**src/rtl/flash_cmd_pkg.sv**
```systemverilog
package flash_cmd_pkg;
  localparam logic [7:0] CMD_READ_ARRAY  = 8'hFF;
  localparam logic [7:0] CMD_READ_STATUS = 8'h70;
  localparam logic [7:0] CMD_CLEAR_STAT  = 8'h50;
  localparam logic [7:0] CMD_IDENT       = 8'h90;
  localparam logic [7:0] CMD_WRITE_SETUP = 8'h40;
  localparam logic [7:0] CMD_ERASE_SETUP = 8'h20;
  localparam logic [7:0] CMD_ERASE_GO    = 8'hD0;
  localparam logic [7:0] ID_MAKER        = 8'h89;
  localparam logic [7:0] ID_PART         = 8'hA2;

  typedef enum logic [1:0] {RD_ARRAY, RD_STATUS, RD_IDENT} readMode_t;
  typedef enum logic [1:0] {SEQ_IDLE, SEQ_WRITE, SEQ_ERASE} seq_t;

  typedef struct packed {
    logic capture;
    logic progByte;
    logic eraseBlk;
  } dpStrobe_t;
endpackage

```
**src/rtl/flash_cmd_fsm.sv**
```systemverilog
module flash_cmd_fsm
  import flash_cmd_pkg::*;
#(
  parameter int BUSY_CYC = 8
) (
  input  logic       clk,
  input  logic       rstN,
  input  logic       ceN,
  input  logic       weN,
  input  logic [7:0] wdata,
  input  logic       vppOk,
  output dpStrobe_t  strobe,
  output readMode_t  readMode,
  output logic [7:0] statusByte,
  output logic       readyOut
);
  localparam int CNT_W = $clog2(BUSY_CYC + 1);
  localparam logic [CNT_W-1:0] CNT_LOAD = CNT_W'(BUSY_CYC);
  localparam logic [CNT_W-1:0] CNT_LAST = CNT_W'(1);

  logic             weQ;
  logic             busEdge;
  logic [CNT_W-1:0] busyCnt;
  logic             busy;
  logic             opErase;
  seq_t             seq;
  logic             errErase, errWrite, vppLow;

  assign busEdge = !ceN && !weQ && weN;
  assign busy    = (busyCnt != '0);

  always_comb begin
    strobe          = '0;
    strobe.capture  = busEdge && !busy && (seq != SEQ_IDLE);
    strobe.progByte = busy && (busyCnt == CNT_LAST) && !opErase;
    strobe.eraseBlk = busy && (busyCnt == CNT_LAST) && opErase;
  end

  always_ff @(posedge clk) begin
    if (!rstN) begin
      weQ      <= 1'b1;
      busyCnt  <= '0;
      opErase  <= 1'b0;
      seq      <= SEQ_IDLE;
      readMode <= RD_ARRAY;
      errErase <= 1'b0;
      errWrite <= 1'b0;
      vppLow   <= 1'b0;
    end else begin
      weQ <= weN;
      if (busy) begin
        busyCnt <= busyCnt - CNT_LAST;
      end else if (busEdge) begin
        case (seq)
          SEQ_WRITE: begin
            seq <= SEQ_IDLE;
            if (vppOk) begin
              busyCnt <= CNT_LOAD;
              opErase <= 1'b0;
            end else begin
              vppLow   <= 1'b1;
              errWrite <= 1'b1;
            end
          end
          SEQ_ERASE: begin
            seq <= SEQ_IDLE;
            if (wdata != CMD_ERASE_GO) begin
              errErase <= 1'b1;
              errWrite <= 1'b1;
            end else if (vppOk) begin
              busyCnt <= CNT_LOAD;
              opErase <= 1'b1;
            end else begin
              vppLow   <= 1'b1;
              errErase <= 1'b1;
            end
          end
          default: begin
            case (wdata)
              CMD_READ_ARRAY:  readMode <= RD_ARRAY;
              CMD_READ_STATUS: readMode <= RD_STATUS;
              CMD_IDENT:       readMode <= RD_IDENT;
              CMD_CLEAR_STAT: begin
                errErase <= 1'b0;
                errWrite <= 1'b0;
                vppLow   <= 1'b0;
              end
              CMD_WRITE_SETUP: begin
                seq      <= SEQ_WRITE;
                readMode <= RD_STATUS;
              end
              CMD_ERASE_SETUP: begin
                seq      <= SEQ_ERASE;
                readMode <= RD_STATUS;
              end
              default: ;
            endcase
          end
        endcase
      end
    end
  end

  assign statusByte = {~busy, 1'b0, errErase, errWrite, vppLow, 3'b000};
  assign readyOut   = ~busy;
endmodule

```
**src/rtl/flash_cell_array.sv**
```systemverilog
module flash_cell_array
  import flash_cmd_pkg::*;
#(
  parameter int ADDR_W  = 6,
  parameter int BLOCK_W = 4
) (
  input  logic              clk,
  input  logic              rstN,
  input  dpStrobe_t         strobe,
  input  logic [ADDR_W-1:0] addr,
  input  logic [7:0]        wdata,
  input  readMode_t         readMode,
  input  logic [7:0]        statusByte,
  output logic [7:0]        rdata
);
  localparam int DEPTH = 1 << ADDR_W;

  logic [7:0]        cells [DEPTH];
  logic [ADDR_W-1:0] opAddr;
  logic [7:0]        opData;

  always_ff @(posedge clk) begin
    if (!rstN) begin
      opAddr <= '0;
      opData <= '0;
      for (int i = 0; i < DEPTH; i++) cells[i] <= 8'hFF;
    end else begin
      if (strobe.capture) begin
        opAddr <= addr;
        opData <= wdata;
      end
      if (strobe.progByte) cells[opAddr] <= cells[opAddr] & opData;
      if (strobe.eraseBlk) begin
        for (int i = 0; i < DEPTH; i++) begin
          if (ADDR_W'(i) >> BLOCK_W == opAddr >> BLOCK_W) cells[i] <= 8'hFF;
        end
      end
    end
  end

  always_comb begin
    case (readMode)
      RD_STATUS: rdata = statusByte;
      RD_IDENT:  rdata = (addr == ADDR_W'(0)) ? ID_MAKER :
                         (addr == ADDR_W'(1)) ? ID_PART  : 8'h00;
      default:   rdata = cells[addr];
    endcase
  end
endmodule

```
**src/rtl/flash_cmd_ctrl.sv**
```systemverilog
module flash_cmd_ctrl
  import flash_cmd_pkg::*;
#(
  parameter int ADDR_W   = 6,
  parameter int BLOCK_W  = 4,
  parameter int BUSY_CYC = 8
) (
  input  logic              clk,
  input  logic              rstN,
  input  logic              ceN,
  input  logic              weN,
  input  logic [ADDR_W-1:0] addr,
  input  logic [7:0]        wdata,
  input  logic              vppOk,
  output logic [7:0]        rdata,
  output logic              readyOut
);
  dpStrobe_t  strobe;
  readMode_t  readMode;
  logic [7:0] statusByte;

  flash_cmd_fsm #(.BUSY_CYC(BUSY_CYC)) u_fsm (
    .clk(clk), .rstN(rstN), .ceN(ceN), .weN(weN), .wdata(wdata),
    .vppOk(vppOk), .strobe(strobe), .readMode(readMode),
    .statusByte(statusByte), .readyOut(readyOut)
  );

  flash_cell_array #(.ADDR_W(ADDR_W), .BLOCK_W(BLOCK_W)) u_cells (
    .clk(clk), .rstN(rstN), .strobe(strobe), .addr(addr), .wdata(wdata),
    .readMode(readMode), .statusByte(statusByte), .rdata(rdata)
  );
endmodule

```
**config.mk**
```make
export PLATFORM = sky130hd
export DESIGN_NAME = flash_cmd_ctrl
export DESIGN_NICKNAME = d
export VERILOG_FILES = /design/src/rtl/flash_cmd_pkg.sv /design/src/rtl/flash_cmd_fsm.sv /design/src/rtl/flash_cell_array.sv /design/src/rtl/flash_cmd_ctrl.sv
export SDC_FILE = /design/constraint.sdc
export NUM_CORES = 1
export LEC_CHECK = 0
export ABC_CLOCK_PERIOD_IN_PS = 2500
export BUFFER_PORTS_ARGS = -buffer_cell sky130_fd_sc_hd__buf_2
export CAP_MARGIN = 20
export CORE_MARGIN = 10
export CORE_UTILIZATION = 30
export DETAILED_ROUTE_END_ITERATION = 16
export PLACE_DENSITY = 0.46
export SLEW_MARGIN = 20
export SYNTH_ARGS = -nofsm -noshare
export SYNTH_HDL_FRONTEND = slang
export SYNTH_SLANG_ARGS = --single-unit
```
**constraint.sdc**
```tcl
create_clock -name clk -period 2.5 [get_ports clk]
set_input_delay 0.25 -clock clk [delete_from_list [all_inputs] [get_ports clk]]
set_output_delay 0.25 -clock clk [all_outputs]
set_load 0.01 [all_outputs]
```
[Yosys cells after proc, flatten, opt, wreduce, memory -nomap -nowiden]
Memory sizes are Yosys's and may differ from the RTL's. A register that Yosys moved wholly into a read port is not among the register bits.
Cells that the tools add are included.
Cells by class
  add/sub/neg operators: 1
  $mul: 0
  divide/modulo/power cells: 0
  $lt $le $gt $ge: 0
  equal/unequal tests: 23
  shift-type cells: 0
  muxes and demuxes: 113
  bitwise operators: 68
  reductions and logical operators: 32
Operators with widths (number)
  2-to-1 mux 8 bit: 67
  bitwise OR 1 bit: 64
  2-to-1 mux 1 bit: 30
  == test 8 x 7 -> 1 bit (second input constant): 3
  2-to-1 mux 6 bit: 3
  == test 8 bit (second input constant): 2
  2-to-1 mux 4 bit: 4
  one-hot mux 8 bit (2 select lines): 1
  zero test 6 bit: 2
  nonzero test 3 bit: 4
  AND reduction 5 bit: 2
  AND 8 bit: 1
  == test 8 x 6 -> 1 bit (second input constant): 1
  != test 2 bit (second input constant): 4
  != test 8 bit (second input constant): 1
  one-hot mux 1 bit (2 select lines): 4
  one-hot mux 4 bit (2 select lines): 1
  AND reduction 4 bit: 2
  nonzero test 2 bit: 4
  OR reduction 8 bit: 1
  logical AND 1 bit: 7
  == test 6 x 1 -> 1 bit (second input constant): 1
  != test 3 x 2 -> 1 bit (second input constant): 2
  one-hot mux 2 bit (3 select lines): 1
  16 further kinds: 25
Word-level totals
  register bits: 27
  latch bits: 0
  RAM bits: 512
  ROM bits: 0
  bits of input ports: 19
  output and inout bits: 9
  word-level logic and storage cells: 248
  memories kept: 1
Memory list
  u_cells.cells: words 64, width 8, read ports 2, clocked after Yosys merged registers in 1, write ports 64, line flash_cell_array.sv:18  | logic [7:0] cells [DEPTH];

[Logic depth before layout (Yosys ltp)]
Gate-level depths: netlist of the first run.
  depth in word-level cells: 8
  mapped depth: 12
  gate-level depth less buffers: 7

[By module]
From an unflattened synthesis of the first run, not the netlist that was laid out.
Second synthesis, totals
  cells, all modules: 2156
  area total of the unflattened synthesis: 28901.5 µm²
Modules (own cells, without submodules)
  flash_cell_array: times used 1, cells each 2046, area each 27995.6 µm², sequential area each 15775.1 µm²
  flash_cmd_fsm: times used 1, cells each 110, area each 905.9 µm², sequential area each 260.2 µm²

[Least setup slack after synthesis of the first run]
No wires, ideal clock.
  path kind: flip-flop to flip-flop
  from: register u_fsm.busyCnt[0]
  to: memory u_cells.cells[17][0] (enable)
  arrival: 2228 ps
  data required time: 2116 ps
  slack: -112 ps
  stages on the path, launching flop included: 7
  buffers on the path: 1
  period minus slack after synthesis: 2612 ps
  cell sequence: dfxtp_1 > nor4b_1 > and3b_1 > nor2b_1 > nand3b_1 > clkbuf_1 > o21ai_0
RTL lines
  start: declaration: line flash_cmd_fsm.sv:23  | logic [CNT_W-1:0] busyCnt;
  start signal: assignment: line flash_cmd_fsm.sv:52  | busyCnt <= busyCnt - CNT_LAST;
  end: declaration: line flash_cell_array.sv:18

==> metrics.md, run 1 <==
| Metric | Value |
|---|---|
| Outcome | finished with violations |
| Violated checks | negative setup slack |
| CP most frequent cell | sky130_fd_sc_hd__mux4_2 |
| DP Area | 0.0333 mm2 |
| Routed wire length per instance | 30.3 um |
| Max FO, Critical Path | 2 |
| Total inserted antenna cells | 0 |
| Count of boundary I/O pins | 28 |
| Synth Area in Simple Gates | 10.8% |
| Placement Rows | 113 |
| Routing layer with the top usage in global route | met2 |
| Post-synth top area share | 53.2% |
| Remaining design rule violation count | 0 |
| Met1 Usage GRT | 28.3% |
| Number of max-capacitance violations reported | 0 |
| Share of flip-flops with an asynchronous set or reset | 0% |
| Clock Tree Buf Depth | 3 |
| Highest-delay cell along the critical path | sky130_fd_sc_hd__mux4_2 |
| Hold Vio Cnt, Final | 0 |
| Number of global-route vias before repair | 21793 |
| Share of final-layout standard cells stronger than drive strength 1 | 54.7% |
| Relative slew margins | 47.6% |
| XOR/XNOR Fraction of Synth Area | 0.0303% |
| Dpl hpwl | 78200 um |
| Share of cell area taken by muxes after synthesis | 22.5% |
| Number of DRC violations after detailed-routing iteration 0 | 2539 |
| Total die area | 0.109 mm2 |
| Number of port buffers | 27 |
| Post-Route Hold Slack | 0.0654 ns |
| Max frequency | 0.328 GHz |
| Sequential cell area fraction in the yosys report | 55.5% |
| Cell types with the highest counts after synthesis | sky130_fd_sc_hd__nand2_1, sky130_fd_sc_hd__edfxtp_1, sky130_fd_sc_hd__mux4_2, sky130_fd_sc_hd__mux2i_1, sky130_fd_sc_hd__o21ai_0 |
| Die Height | 330 um |
| Number of endpoints failing setup at the final stage | 704 |
| Area growth from synthesis to layout | 40.3% |
| Area of the mapped netlist | 0.0289 mm2 |
| Number of nets in the layout | 2644 |
| Average size of a mapped cell | 13.5 um2 |
| Max VDD drop | 0.406 mV |
| Wire length of the first global-routing pass | 164000 um |
| Main synth FF type | sky130_fd_sc_hd__edfxtp_1 |
| Number of vias per cell | 5.59 |
| Final RePlAce weighted congestion | 0.925 |
| Minimum setup slack in the final design | -0.548 ns |
| Main combinational cell family by area after synthesis | multiplexers |
| Area occupied by registers | 0.0160 mm2 |
| Count of filler cells inserted in the layout | 8722 |
| Min Clock Period, post-route | 3.05 ns |
| Crit Path Class | flop to output port |
| Worst Path Arrival | 2.80 ns |
| TritonCTS clock tree | done |
| Startpoint kind of the worst setup timing path | flop |
| Setup repair after global routing missed its margin | yes |
| Leakage Power | 11.2 nW |
| Multi-input combinational cell area | 0.0140 mm2 |
| Delay contributed by the slowest stage of the critical path | 0.55 ns |
| Total clock buffers created by CTS | 68 |
| Complex-gate fraction of the synthesized area | 6.85% |
| Worst setup EP type | output port |
| Vias post-DR | 22013 |
| Routed WL | 119000 um |
| Synth top area cells | sky130_fd_sc_hd__edfxtp_1, sky130_fd_sc_hd__mux4_2, sky130_fd_sc_hd__nand2_1 |
| Largest net degree at the start of global routing | 33 |
| Antenna Nets Post-Route | 0 |
| Arithmetic-cell share of the synthesized area counting full adders, half adders and majority gates | 0.216% |
| Flip-flop and latch count after synthesis | 545 |
| Number of standard cells after synthesis | 2136 |
| Worst EP required | 2.25 ns |
| Max Clock Skew | 0.0370 ns |
| Floorplan Core Area | 0.0953 mm2 |
| Count of distinct cell types in the synthesized netlist | 64 |
| Initial core utilization | 30.3% |
| Pwr dens | 509 mW/mm2 |
| Syn. warnings | 0 |
| Met2 routing resource usage after global routing | 33.0% |
| Number of synthesized flops with an enable pin | 512 |
| Initial antenna violation count | 3 |
| Slew at the pin closest to its max-slew limit | 0.785 ns |
| GRT Residual Overflow | 0 |
| Number of iterations in the first detailed-routing pass | 6 |
| Crit path cell chain | mux4_2, mux4_2, o211ai_1, o31ai_2, buf_2 |
| Crit share post-route | 122% |
| Yosys top cell by area | sky130_fd_sc_hd__edfxtp_1 |
| GR Util All Layers | 20.9% |
| Overall die width | 330 um |
| Post-synth net total | 2160 |
| H-tree depth | 3 |
| Clk_lat worst skew | 0.63 ns |
| Most frequent cell after synthesis | sky130_fd_sc_hd__nand2_1 |
| Class of the most critical hold timing path | input pin to flop |
| Max Transition Viols Final | 0 |
| Cell at the root of the clock tree | sky130_fd_sc_hd__clkbuf_16 |
| Sink count of the clock tree | 545 |
| Post-route design area | 0.0406 mm2 |
| Met3 layer usage reported by global route | 3.62% |
| Clock-pin transition on the worst setup and hold timing paths | 0.06 ns |
critical path, delay by kind of cell (launching register included):
| family | cells | cell delay (ns) |
|---|---|---|
| buffers and inverters | 1 | 0.20 |
| flip-flops | 1 | 0.39 |
| multiplexers | 2 | 1.10 |
| AO/OA/AOI/OAI | 2 | 0.49 |
through the flow:
stage	setup TNS [ns]	utilization [%]	setup WS (ns)	cells	power (W)
after floorplan	-20.23	-	-0.112	2136	0.0106
after global placement	-237.25	34.9	-1.03	3673	0.0111
after detailed placement	-235.95	34.9	-1.00	3673	0.0111
after CTS	-191.14	41.0	-0.550	3917	0.0207
after global routing	-252.80	42.6	-0.613	3939	0.0212
final	-195.70	42.6	-0.548	3939	0.0207
metal layers:
layer | part of all wire [%] | wire length [um] | up-vias
met1 | 41 | 49000 | 11489
met4 | 5.1 | 6030 | 0
li1 | - | - | 9188
met5 | 0 | 0 | -
met3 | 8.5 | 10200 | 222
met2 | 45 | 54100 | 1114
path summary, 6_finish.rpt:
| kind | start | end | slack, ns | cells past startpoint |
|---|---|---|---|---|
| hold reg to reg | u_fsm.seq[1]$_SDFFE_PN0P_ | u_fsm.seq[1]$_SDFFE_PN0P_ | 0.51 | 2 |
| setup reg to reg | flop | u_cells.cells[33][5]$_SDFFCE_PN1P_ | -0.51 | 16 |
| setup / recovery | u_cells.cells[48][7]$_SDFFCE_PN1P_ | rdata[7] | -0.55 | 5 |
| hold / removal | addr[5] | flop | 0.07 | 3 |
report_power, final:
group	leakage, nW	internal, W	switching (W)	total, W
logic	6.43	0.000406	0.000619	0.00103
registers	3.73	0.00993	0.000000288	0.00993
clock network	1.06	0.00568	0.00402	0.00969
total	11.2	0.0160	0.00464	0.0207
sequential cells by signal, summed over array words and instances (netlist names), named ones only:
name and count:
u_cells.cells 512, u_cells.opData 8, u_cells.opAddr 6, u_fsm.busyCnt 4, u_fsm.readMode 2, u_fsm.seq 2
u_fsm.errErase 1, u_fsm.errWrite 1, u_fsm.opErase 1, u_fsm.vppLow 1, u_fsm.weQ 1
cell type report:
| type | instances | area share, % |
|---|---|---|
| flip-flops and latches | 545 | 39.6 |
| repair buffers | 599 | 16.5 |
| clock buffers | 84 | 4.55 |
| clock inverters | 40 | 0.817 |
| inverters | 9 | 0.0833 |
| well taps | 1265 | 3.90 |
| multi-input cells | 1397 | 34.6 |
logic make-up after synthesis:
group	after synthesis
AND/OR/NAND/NOR	745
flip-flops	545
multiplexers	366
AO/OA/AOI/OAI	280
buffers and inverters	194
adder cells (fa/ha/maj)	5
XOR/XNOR	1
layout by cell type, fill, tap and decap left out, types with 7 or more instances in the layout:
cell,instances
sky130_fd_sc_hd__o21ai_1,11
sky130_fd_sc_hd__nor2_1,82
sky130_fd_sc_hd__clkbuf_16,82
sky130_fd_sc_hd__dlygate4sd3_1,10
sky130_fd_sc_hd__buf_6,24
sky130_fd_sc_hd__o21ai_0,80
sky130_fd_sc_hd__clkbuf_1,11
sky130_fd_sc_hd__mux2i_1,98
sky130_fd_sc_hd__o2111ai_2,7
sky130_fd_sc_hd__buf_2,20
sky130_fd_sc_hd__nand2_2,302
sky130_fd_sc_hd__a22o_1,9
sky130_fd_sc_hd__nand3_1,19
sky130_fd_sc_hd__edfxtp_1,512
sky130_fd_sc_hd__a31oi_1,9
sky130_fd_sc_hd__nor2b_1,32
sky130_fd_sc_hd__buf_8,14
sky130_fd_sc_hd__a21boi_0,21
sky130_fd_sc_hd__nand2_4,87
sky130_fd_sc_hd__clkinv_1,14
sky130_fd_sc_hd__clkinv_2,13
sky130_fd_sc_hd__a211oi_2,15
sky130_fd_sc_hd__mux4_2,219
sky130_fd_sc_hd__a22oi_1,20
sky130_fd_sc_hd__a211oi_1,9
sky130_fd_sc_hd__o22ai_4,9
sky130_fd_sc_hd__buf_16,33
sky130_fd_sc_hd__mux2i_2,8
sky130_fd_sc_hd__dfxtp_1,30
sky130_fd_sc_hd__mux2_4,15
sky130_fd_sc_hd__nand2b_1,7
sky130_fd_sc_hd__mux2_2,20
sky130_fd_sc_hd__buf_4,393
sky130_fd_sc_hd__buf_12,92
sky130_fd_sc_hd__inv_1,8
sky130_fd_sc_hd__a221oi_2,8
sky130_fd_sc_hd__nand2_1,160
sky130_fd_sc_hd__a21oi_1,10
repair_timing:
| action | 4_1_cts | 5_1_grt |
|---|---|---|
| resized for setup | 445 | 383 |
| gates cloned | 39 | 15 |
| hold buffers | 10 | 0 |
| buffers inserted | 76 | 28 |
| endpoints found under the hold margin | 11 | 0 |
| pin swaps | 233 | 199 |
| setup endpoints to repair | 642 | 909 |
(Power assumes the default switching activity.)
==> run 2: changes to the inputs <==
--- a/config.mk
+++ b/config.mk
@@ -8,7 +8,7 @@
 export ABC_CLOCK_PERIOD_IN_PS = 2500
 export BUFFER_PORTS_ARGS = -buffer_cell sky130_fd_sc_hd__buf_2
 export CAP_MARGIN = 20
-export CORE_MARGIN = 10
+export CORE_MARGIN = 2
 export CORE_UTILIZATION = 30
 export DETAILED_ROUTE_END_ITERATION = 16
 export PLACE_DENSITY = 0.46
==> constraint.sdc (replaced) <==
create_clock -name clk -period 2.5 [get_ports clk]
set_input_delay 0.125 -clock clk [delete_from_list [all_inputs] [get_ports clk]]
set_output_delay 0.125 -clock clk [all_outputs]
set_load 0.01 [all_outputs]
==> run 2 against run 1 <==
Net effect:
- critical path depth up 3
- the run still ends with negative setup slack left
- largest power group unchanged
- highest routed layer is now met5
- sequential cell count did not move
- die area fell by 9.4%
- combinational power hardly changed
==> metrics.md, run 2 (synthesis gave the netlist of run 1 again) <==
| Metric | Value |
|---|---|
| Placement Rows | 113 |
| Pwr dens | 557 mW/mm2 |
| Initial core utilization | 30.3% |
| Wire length of the first global-routing pass | 154000 um |
| Total die area | 0.0989 mm2 |
| Setup total negative slack | -128.20 ns |
| Die Height | 314 um |
| Combinational fraction of design power | 4.9% |
| Worst-case reg-to-reg path depth | 12 |
| Leakage Power | 10.0 nW |
| Routed WL | 110000 um |
| Family with the most delay on the worst path | compound AO/OA/AOI/OAI gates |
| TritonCTS clock tree | done |
| Largest net degree at the start of global routing | 37 |
| Slew at the pin closest to its max-slew limit | 0.874 ns |
| Proportion of power drawn by flip-flops and latches | 48.1% |
| Clk_lat worst skew | 0.63 ns |
| Internal Pwr Total | 0.0160 W |
| Number of endpoints failing setup at the final stage | 526 |
| Max Transition Viols Final | 0 |
| Number of global-route vias before repair | 21270 |
| Number of DRC violations after detailed-routing iteration 0 | 2160 |
| Antenna Nets Post-Route | 0 |
| Max frequency | 0.348 GHz |
| Min Clock Period, post-route | 2.87 ns |
| Count of filler cells inserted in the layout | 9000 |
| Worst Path Arrival | 2.75 ns |
| Overall die width | 314 um |
| H-tree depth | 3 |
| Sink count of the clock tree | 545 |
| Vias post-DR | 21144 |
| Setup repair after global routing missed its margin | yes |
| Number of max-capacitance violations reported | 0 |
| GR Util All Layers | 21.6% |
| R2R setup slack | -0.34 ns |
| Count of boundary I/O pins | 28 |
| Crit path cell chain | ha_4, nand3_4, a2111oi_4, buf_4, o21ai_1, o211ai_1, buf_4, buf_6 |
| Total clock buffers created by CTS | 66 |
| Share of total power in the clock network | 47.0% |
| Worst Hold Depth | 3 |
| Area occupied by registers | 0.0160 mm2 |
| Clock Tree Buf Depth | 3 |
| Number of buffer and inverter stages on the critical path | 3 |
| Routed wire length per instance | 28.4 um |
| Worst setup EP type | output port |
| Max Clock Skew | 0.0275 ns |
| Crit Path Class | flop to output port |
| Outcome | finished with violations |
| Relative slew margins | 41.4% |
| Final RePlAce weighted congestion | 0.906 |
| Core Util, Final | 38.9% |
| Floorplan Core Area | 0.0953 mm2 |
| CP most frequent cell | sky130_fd_sc_hd__buf_4 |
| Remaining design rule violation count | 0 |
| Number of flip-flops under the largest register name | 512 |
| Number of nets in the layout | 2558 |
| Dpl hpwl | 77000 um |
| Startpoint kind of the worst setup timing path | flop |
| Delay contributed by the slowest stage of the critical path | 0.49 ns |
| GRT Residual Overflow | 0 |
| Number of non-filler instances in the completed layout | 3851 |
| Depth of the critical timing path with buffers and inverters included | 8 |
| Cell total after placement | 3672 |
| Worst EP required | 2.38 ns |
| Most frequent standard cell in the layout excluding fill and tap cells | sky130_fd_sc_hd__nand2_1 |
| Number of vias per cell | 5.49 |
| Class of the most critical hold timing path | input pin to flop |
| Cell at the root of the clock tree | sky130_fd_sc_hd__clkbuf_16 |
| Capturing point of the worst reg2reg path | u_cells.cells[57][4]$_SDFFCE_PN1P_ |
| Crit share post-route | 115% |
| Share of final-layout standard cells stronger than drive strength 1 | 36.4% |
| Minimum setup slack in the final design | -0.371 ns |
| Number of port buffers | 27 |
| Hold Vio Cnt, Final | 0 |
| Switch Pwr | 0.00465 W |
| Most flops, register | u_cells.cells |
| Most frequent cells in the layout | sky130_fd_sc_hd__nand2_1, sky130_fd_sc_hd__edfxtp_1, sky130_fd_sc_hd__buf_4 |
| Highest-delay cell along the critical path | sky130_fd_sc_hd__a2111oi_4 |
| Violated checks | negative setup slack |
| Max FO, Critical Path | 6 |
| Sw Ratio | 22.5% |
| Max VDD drop | 0.445 mV |
| Clock-pin transition on the worst setup and hold timing paths | 0.07 ns |
| Initial antenna violation count | 3 |
| Multi-input combinational cell area | 0.0122 mm2 |
| Number of iterations in the first detailed-routing pass | 5 |
| Area growth from synthesis to layout | 28.1% |
| Hold wc startpoint | rstN |
| Largest registers in the final layout | u_cells.cells x512, u_cells.opData x8, u_cells.opAddr x6 |
[run 2: how the worst max path moves through the flow]
stage / slack [ns] / startpoint / endpoint
6_report: -0.37 / u_fsm.readMode[1]$_SDFFE_PN0P_ / rdata[1]
5_1_grt: -0.39 / flop / u_cells.cells[50][0]$_SDFFCE_PN1P_
4_1_cts: -0.35 / u_cells.cells[0][1]$_SDFFCE_PN1P_ / rdata[1]
3_5_place_dp: -0.51 / u_fsm.readMode[0]$_SDFFE_PN0P_ / rdata[1]
3_3_place_gp: -0.47 / u_fsm.readMode[0]$_SDFFE_PN0P_ / rdata[1]
2_1_floorplan: -0.11 / u_fsm.busyCnt[0]$_SDFFE_PN0P_ / u_cells.cells[17][0]$_SDFFCE_PN1P_
[run 2: final cells by class]
type	instances	area share [%]
Multi-Input combinational cell	1397	33.0
Tap cell	1265	4.27
Timing Repair Buffer	515	13.4
Sequential cell	545	43.3
Antenna cell	1	0.00676
Inverter	9	0.0912
Clock inverter	39	1.07
Clock buffer	80	4.74
[run 2: worst min-delay path: stages]
cell and delay, ns:
sky130_fd_sc_hd__buf_2 0.13, sky130_fd_sc_hd__buf_4 0.20, sky130_fd_sc_hd__a21boi_0 0.16
[run 2: per-layer routing]
metal  global-route usage, %  wire (um)
met1                    29.2      46400
met2                    35.3      52100
met3                    3.08       6710
met4                    8.19       4290
met5                       0          7
[run 2: metrics by stage]
step	area (um2)	setup slack, ns	total power (W)	hold slack [ns]
floorplan	29000	-0.112	0.0106	0.226
global placement	33500	-0.471	0.0111	0.328
global route	37000	-0.394	0.0212	0.0359
finish	37000	-0.371	0.0206	0.0498
CTS	36400	-0.350	0.0208	0.0170
detailed placement	33500	-0.511	0.0111	0.337
[run 2: power by group through the flow]
stage               clock network [W]  registers, W  logic (W)
floorplan                           0        0.0101   0.000432
global placement                    0        0.0101   0.000944
detailed placement                  0        0.0101   0.000951
CTS                           0.00986       0.00993   0.000999
global route                   0.0102       0.00992    0.00106
finish                        0.00969       0.00993    0.00101
[run 2: what timing repair did]
action | CTS | global route
hold endpoints to repair | 21 | 0
pin swaps | 22 | 12
gates resized for setup | 84 | 44
gates cloned | 2 | 12
setup buffers | 20 | 17
hold buffers | 12 | 0
setup endpoints to repair | 630 | 881
